==> config.mk <==
export PLATFORM = sky130hd
export DESIGN_NAME = ebus_strobe_ctrl
export DESIGN_NICKNAME = d
export VERILOG_FILES = /design/src/rtl/ebus_pkg.sv /design/src/rtl/ebus_req_regs.sv /design/src/rtl/ebus_seq_fsm.sv /design/src/rtl/ebus_pin_drv.sv /design/src/rtl/ebus_strobe_ctrl.sv
export SDC_FILE = /design/constraint.sdc
export NUM_CORES = 1
export LEC_CHECK = 0
export BUFFER_PORTS_ARGS = -buffer_cell sky130_fd_sc_hd__buf_2
export CAP_MARGIN = 40
export CORE_MARGIN = 5
export CORE_UTILIZATION = 47
export CTS_BUF_LIST = sky130_fd_sc_hd__clkbuf_2 sky130_fd_sc_hd__clkbuf_4 sky130_fd_sc_hd__clkbuf_8
export DETAILED_ROUTE_END_ITERATION = 8
export PLACE_DENSITY = 0.89
export SYNTH_ARGS = -nofsm -noshare
export SYNTH_HDL_FRONTEND = slang
export SYNTH_SLANG_ARGS = --single-unit
==> constraint.sdc <==
create_clock -name clk -period 2.4 [get_ports clk]
set_input_delay 0.36 -clock clk [delete_from_list [all_inputs] [get_ports clk]]
set_output_delay 0.36 -clock clk [all_outputs]
set_load 0.01 [all_outputs]
==> src/rtl/ebus_pkg.sv <==
package ebus_pkg;

  // Access sequencer phases
  typedef enum logic [2:0] {
    ST_IDLE  = 3'd0,  // no access, chip select high
    ST_ADDR  = 3'd1,  // address strobe cycle
    ST_CSON  = 3'd2,  // chip select asserted after address setup
    ST_CSU   = 3'd3,  // extra chip select to strobe cycle
    ST_STB   = 3'd4,  // read or write strobe low
    ST_HELD  = 3'd5,  // chip select held, follow-on request may be taken
    ST_HOLD  = 3'd6,  // extra strobe to chip select cycle
    ST_AHOLD = 3'd7   // address hold after chip select negation
  } ebus_state_e;

  typedef struct packed {
    logic addr_dly;
    logic cs_setup;
    logic cs_hold;
  } ebus_cfg_t;

endpackage

==> src/rtl/ebus_req_regs.sv <==
module ebus_req_regs
  import ebus_pkg::*;
#(
  parameter int ADDR_W = 32,
  parameter int DATA_W = 32,
  parameter int AREA_W = 3
) (
  input  logic              clk,
  input  logic              rst_n,
  input  logic              cap_en,
  input  logic              cfg_en,
  input  logic [ADDR_W-1:0] req_addr,
  input  logic [DATA_W-1:0] req_wdata,
  input  logic              req_write,
  input  logic [AREA_W-1:0] req_area,
  input  ebus_cfg_t         cfg_in,
  output logic [ADDR_W-1:0] addr_q,
  output logic [DATA_W-1:0] wdata_q,
  output logic              write_q,
  output logic [AREA_W-1:0] area_q,
  output ebus_cfg_t         cfg_q,
  output logic              area_hit
);

  // Request fields are captured whenever an access is taken
  always_ff @(posedge clk or negedge rst_n) begin
    if (!rst_n) begin
      addr_q  <= '0;
      wdata_q <= '0;
      write_q <= 1'b0;
      area_q  <= '0;
    end else if (cap_en) begin
      addr_q  <= req_addr;
      wdata_q <= req_wdata;
      write_q <= req_write;
      area_q  <= req_area;
    end
  end

  // Timing bits are frozen for a whole chip select period
  always_ff @(posedge clk or negedge rst_n) begin
    if (!rst_n) begin
      cfg_q <= '0;
    end else if (cfg_en) begin
      cfg_q <= cfg_in;
    end
  end

  assign area_hit = (req_area == area_q);

endmodule

==> src/rtl/ebus_seq_fsm.sv <==
module ebus_seq_fsm
  import ebus_pkg::*;
(
  input  logic        clk,
  input  logic        rst_n,
  input  logic        req_valid,
  input  logic        area_hit,
  input  ebus_cfg_t   cfg_q,
  output ebus_state_e state_q,
  output logic        cont_q,
  output logic        accept,
  output logic        accept_new
);

  ebus_state_e state_d;

  always_comb begin
    state_d    = state_q;
    accept     = 1'b0;
    accept_new = 1'b0;
    unique case (state_q)
      ST_IDLE: begin
        if (req_valid) begin
          accept     = 1'b1;
          accept_new = 1'b1;
          state_d    = ST_ADDR;
        end
      end
      ST_ADDR: begin
        if (cont_q)              state_d = ST_STB;
        else if (cfg_q.addr_dly) state_d = ST_CSON;
        else if (cfg_q.cs_setup) state_d = ST_CSU;
        else                     state_d = ST_STB;
      end
      ST_CSON:  state_d = cfg_q.cs_setup ? ST_CSU : ST_STB;
      ST_CSU:   state_d = ST_STB;
      ST_STB:   state_d = ST_HELD;
      ST_HELD: begin
        if (req_valid && area_hit) begin
          accept  = 1'b1;
          state_d = ST_ADDR;
        end else if (cfg_q.cs_hold) begin
          state_d = ST_HOLD;
        end else if (cfg_q.addr_dly) begin
          state_d = ST_AHOLD;
        end else begin
          state_d = ST_IDLE;
        end
      end
      ST_HOLD:  state_d = cfg_q.addr_dly ? ST_AHOLD : ST_IDLE;
      ST_AHOLD: state_d = ST_IDLE;
      default:  state_d = ST_IDLE;
    endcase
  end

  always_ff @(posedge clk or negedge rst_n) begin
    if (!rst_n) begin
      state_q <= ST_IDLE;
    end else begin
      state_q <= state_d;
    end
  end

  // Marks an access that continues an asserted chip select
  always_ff @(posedge clk or negedge rst_n) begin
    if (!rst_n) begin
      cont_q <= 1'b0;
    end else if (accept) begin
      cont_q <= !accept_new;
    end
  end

endmodule

==> src/rtl/ebus_pin_drv.sv <==
module ebus_pin_drv
  import ebus_pkg::*;
#(
  parameter int DATA_W = 32
) (
  input  logic              clk,
  input  logic              rst_n,
  input  ebus_state_e       state_q,
  input  logic              cont_q,
  input  ebus_cfg_t         cfg_q,
  input  logic              write_q,
  input  logic [DATA_W-1:0] bus_rdata,
  output logic              as_o,
  output logic              cs_n_o,
  output logic              rd_n_o,
  output logic              wr_n_o,
  output logic              oe_o,
  output logic              ack_o,
  output logic [DATA_W-1:0] rd_data_o
);

  logic cs_low;
  logic stb;
  logic wr_span;

  always_comb begin
    unique case (state_q)
      ST_ADDR:                          cs_low = cont_q || !cfg_q.addr_dly;
      ST_CSON, ST_CSU, ST_STB,
      ST_HELD, ST_HOLD:                 cs_low = 1'b1;
      default:                          cs_low = 1'b0;
    endcase
  end

  assign stb     = (state_q == ST_STB);
  assign wr_span = (state_q == ST_STB) || (state_q == ST_HELD) || (state_q == ST_HOLD);

  assign as_o   = (state_q == ST_ADDR);
  assign cs_n_o = !cs_low;
  assign rd_n_o = !(stb && !write_q);
  assign wr_n_o = !(stb && write_q);
  assign oe_o   = write_q && wr_span;
  assign ack_o  = stb;

  // Read data taken at the edge that ends the read strobe
  always_ff @(posedge clk or negedge rst_n) begin
    if (!rst_n) begin
      rd_data_o <= '0;
    end else if (stb && !write_q) begin
      rd_data_o <= bus_rdata;
    end
  end

endmodule

==> src/rtl/ebus_strobe_ctrl.sv <==
module ebus_strobe_ctrl
  import ebus_pkg::*;
#(
  parameter int ADDR_W = 32,
  parameter int DATA_W = 32,
  parameter int AREA_W = 3
) (
  input  logic              clk,
  input  logic              rst_n,
  input  logic              cfg_addr_dly,
  input  logic              cfg_cs_setup,
  input  logic              cfg_cs_hold,
  input  logic              req_valid,
  input  logic              req_write,
  input  logic [AREA_W-1:0] req_area,
  input  logic [ADDR_W-1:0] req_addr,
  input  logic [DATA_W-1:0] req_wdata,
  output logic              req_ack,
  output logic [DATA_W-1:0] rd_data,
  output logic [ADDR_W-1:0] bus_addr,
  output logic              bus_as,
  output logic              bus_cs_n,
  output logic              bus_rd_n,
  output logic              bus_wr_n,
  output logic [DATA_W-1:0] bus_wdata,
  output logic              bus_data_oe,
  input  logic [DATA_W-1:0] bus_rdata
);

  ebus_cfg_t         cfg_in;
  ebus_cfg_t         cfg_q;
  ebus_state_e       state_q;
  logic              cont_q;
  logic              accept;
  logic              accept_new;
  logic              area_hit;
  logic              write_q;
  logic [AREA_W-1:0] area_q;

  assign cfg_in = '{addr_dly: cfg_addr_dly, cs_setup: cfg_cs_setup, cs_hold: cfg_cs_hold};

  ebus_req_regs #(
    .ADDR_W(ADDR_W),
    .DATA_W(DATA_W),
    .AREA_W(AREA_W)
  ) u_regs (
    .clk       (clk),
    .rst_n     (rst_n),
    .cap_en    (accept),
    .cfg_en    (accept_new),
    .req_addr  (req_addr),
    .req_wdata (req_wdata),
    .req_write (req_write),
    .req_area  (req_area),
    .cfg_in    (cfg_in),
    .addr_q    (bus_addr),
    .wdata_q   (bus_wdata),
    .write_q   (write_q),
    .area_q    (area_q),
    .cfg_q     (cfg_q),
    .area_hit  (area_hit)
  );

  ebus_seq_fsm u_fsm (
    .clk        (clk),
    .rst_n      (rst_n),
    .req_valid  (req_valid),
    .area_hit   (area_hit),
    .cfg_q      (cfg_q),
    .state_q    (state_q),
    .cont_q     (cont_q),
    .accept     (accept),
    .accept_new (accept_new)
  );

  ebus_pin_drv #(
    .DATA_W(DATA_W)
  ) u_pins (
    .clk       (clk),
    .rst_n     (rst_n),
    .state_q   (state_q),
    .cont_q    (cont_q),
    .cfg_q     (cfg_q),
    .write_q   (write_q),
    .bus_rdata (bus_rdata),
    .as_o      (bus_as),
    .cs_n_o    (bus_cs_n),
    .rd_n_o    (bus_rd_n),
    .wr_n_o    (bus_wr_n),
    .oe_o      (bus_data_oe),
    .ack_o     (req_ack),
    .rd_data_o (rd_data)
  );

endmodule

==> qor.csv <==
metric,value,unit
slew_headroom,0.614,
overflow,0,
synth_area,0.00420,sq mm
rows,34,
crit_fanout,33,
area_growth,33.3,%
num_vias,2923,
ys_types,29,
grt_start_max_net_pins,50,
fin_worst_skew,0.0146,ns
io_pins,208,
path_cells,"nand2b_1, nor3_4, buf_12, inv_1, buf_2",
root_buffer,clkbuf_8,
grt_setup_unrepaired,false,
switching_share,0.346,
nNetsFinal,587,
worstPathRequired,2.04,ns
power.clock.fraction,0.144,
h-tree-depth,3,
port_buffers,207,
powerDensity,1370,mW/mm^2
synth_edf_count,0,
crit_slowest_cell,dfrtp_1,
drc,0,
p_int,5.01,mW
core_area,0.00872,sq mm
setup_ws,0.175,ns
place_inst,577,
antenna_found_initial,0,
synth-async-reset-ratio,1.00,
cts_made_buffers,9,
outcome,finished clean,
die_x,105,um
place.gp.congestion,0.791,
ant_nets,0,
yosysWarnings,0,
track_usage,0.173,
setup_viol,0,
viasPerCell,4.92,
arrival,1.87,ns
fin_crit_sh,0.927,
max_freq,449,MHz
clkSinkCount,107,
tns,0,ns
grt_pass1_wl,15600,um
synthCells,269,
place_hpwl,7290,um
synth-seq-cells,107,
die_area,0.0109,sq mm
slowest_delay,0.68,ns
power_switching,2.65,mW
start_util,0.482,
synth_top_area_frac,0.637,
leakage,2.77,nW
dp_worst_setup_slack,0.467,ns
end_kind,output port,
syn-num-nets,375,
stdcell_count,594,
pwr-share-comb,0.427,
power_frac_seq,0.429,
avgSynthCellArea,15.6,sq um
cts_buffer_depth,2,
wl_per_cell,15.7,um
first_global_vias,3190,
first_pass_iters,4,
postCtsSetupRepairBufs,0,
yosysTopAreaCell,dfrtp_1,
yosys-top-cells-area,"dfrtp_1, mux2_2, buf_6, buf_2, xnor2_1",
ys.flop_type,dfrtp_1,
max-vdd-ir-drop,599,uV
cts.reportedPaths.clkPinSlew,0.10,ns
ys_seq_area_frac,0.637,
worstMarginPinSlew,0.579,ns
tritoncts,built,
antenna_cells,0,
start_kind,flip-flop,
report.final.hold_viol_count,0,
worstSetupPathType,flip-flop to output port,
nFillCells,682,
drt_wl_total,9350,um
first_iter_violations,90,
insertion_delay,0.36,ns
drive_gt1_frac,0.685,
die-height,105,um
period_minus_slack,2.23,ns
hold_ws,0.201,ns
slew_viol_final,0,
cap_violations,0,
hp-class,input pin to flip-flop,
[worst paths after layout]
kind / endpoint / depth (start not counted) / slack [ns] / start
worst min-delay path: u_regs.cfg_q[0] / 3 / 0.20 / cfg_cs_hold
worst max register to register: u_regs.wdata_q[7] / 4 / 0.52 / u_fsm.state_q[0]
worst min register to register: u_regs.addr_q[3] / 1 / 0.51 / u_regs.addr_q[3]
worst max-delay path: bus_rd_n / 5 / 0.17 / u_fsm.state_q[2]
min in group asynchronous: u_regs.addr_q[18] / 2 / 0.54 / rst_n
max in group asynchronous: u_pins.rd_data_o[2] / 3 / 1.19 / rst_n
[worst max-delay path, delay by kind of cell, from the launching register on]
kind | cells | cell delay [ns]
flip-flops | 1 | 0.68
buffers and inverters | 3 | 0.40
AND/OR/NAND/NOR | 2 | 0.42
[through the flow]
step / area (sq um) / power, mW / util
2_1_floorplan: 4200 / 5.25 / -
3_3_place_gp: 5390 / 6.46 / 0.618
3_5_place_dp: 5390 / 6.67 / 0.618
6_report: 5600 / 7.65 / 0.642
4_1_cts: 5600 / 7.78 / 0.642
5_1_grt: 5600 / 8.20 / 0.642
[kinds of logic after synthesis]
kind of cell	after synthesis	share of synthesized area
flops	107	0.637
mux	101	0.271
simple gates	24	0.0372
buf+inv	18	0.0259
compound gates	16	0.0229
xor+xnor	3	0.00625
[state kept, by name, summed over array words and instances (netlist names)]
signal and cells:
u_pins.rd_data_o 32, u_regs.area_q 3, u_regs.write_q 1, u_fsm.cont_q 1, u_fsm.state_q 3, u_regs.addr_q 32, u_regs.cfg_q 3, u_regs.wdata_q 32
[final cells by class]
class / instances / area [sq um] / area share
sequential: 107 / 2680 / 0.478
multi-input combinational: 144 / 1440 / 0.257
timing repair buffer: 214 / 1130 / 0.202
tap: 108 / 135 / 0.0241
clock buffer: 10 / 131 / 0.0235
clock inverter: 6 / 68.8 / 0.0123
inverter: 5 / 18.8 / 0.00335
[cell usage in the layout (no fill, tap or decap), types with 4 or more instances in the layout]
cell type / Yosys / routed
buf_4: 1 / 4
inv_1: 5 / 5
clkbuf_8: 0 / 9
a21oi_1: 5 / 5
o21ai_0: 5 / 5
mux2_2: 101 / 101
buf_2: 6 / 206
dfrtp_1: 107 / 107
nand2_1: 4 / 4
[per-layer routing]
metal / wire length [um] / vias to the layer above / global-route usage
met3: 888 / 12 / 0.0561
met1: 3600 / 1399 / 0.213
li1: - / 1370 / -
met5: 0 / - / 0
met2: 4740 / 142 / 0.292
met4: 120 / 0 / 0.0500
[Yosys cell counts, types with 2 or more instances]
library cell,number
a21oi_1,5
nand2b_1,2
nand3b_1,2
nor2_1,3
nand3_1,3
mux2_2,101
dfrtp_1,107
clkbuf_1,2
xnor2_1,3
o21ai_0,5
buf_2,6
buf_6,4
nand2_1,4
nor2b_1,3
inv_1,5
[power groups by stage]
stage | Clock [mW] | Combinational, mW | Sequential [mW]
final | 1.10 | 3.27 | 3.28
after floorplan | 0 | 1.63 | 3.62
after detailed placement | 0 | 3.35 | 3.32
after global routing | 1.22 | 3.56 | 3.43
after CTS | 1.14 | 3.35 | 3.29
after global placement | 0 | 3.22 | 3.25
[timing repair]
| action | 4_1_cts | 5_1_grt |
|---|---|---|
| setup endpoints to repair | 0 | 0 |
| gates resized for setup | 0 | 0 |
| hold endpoints to repair | 14 | 0 |
| hold buffers | 1 | 0 |
No activity file was read; power rests on OpenSTA's default activity.
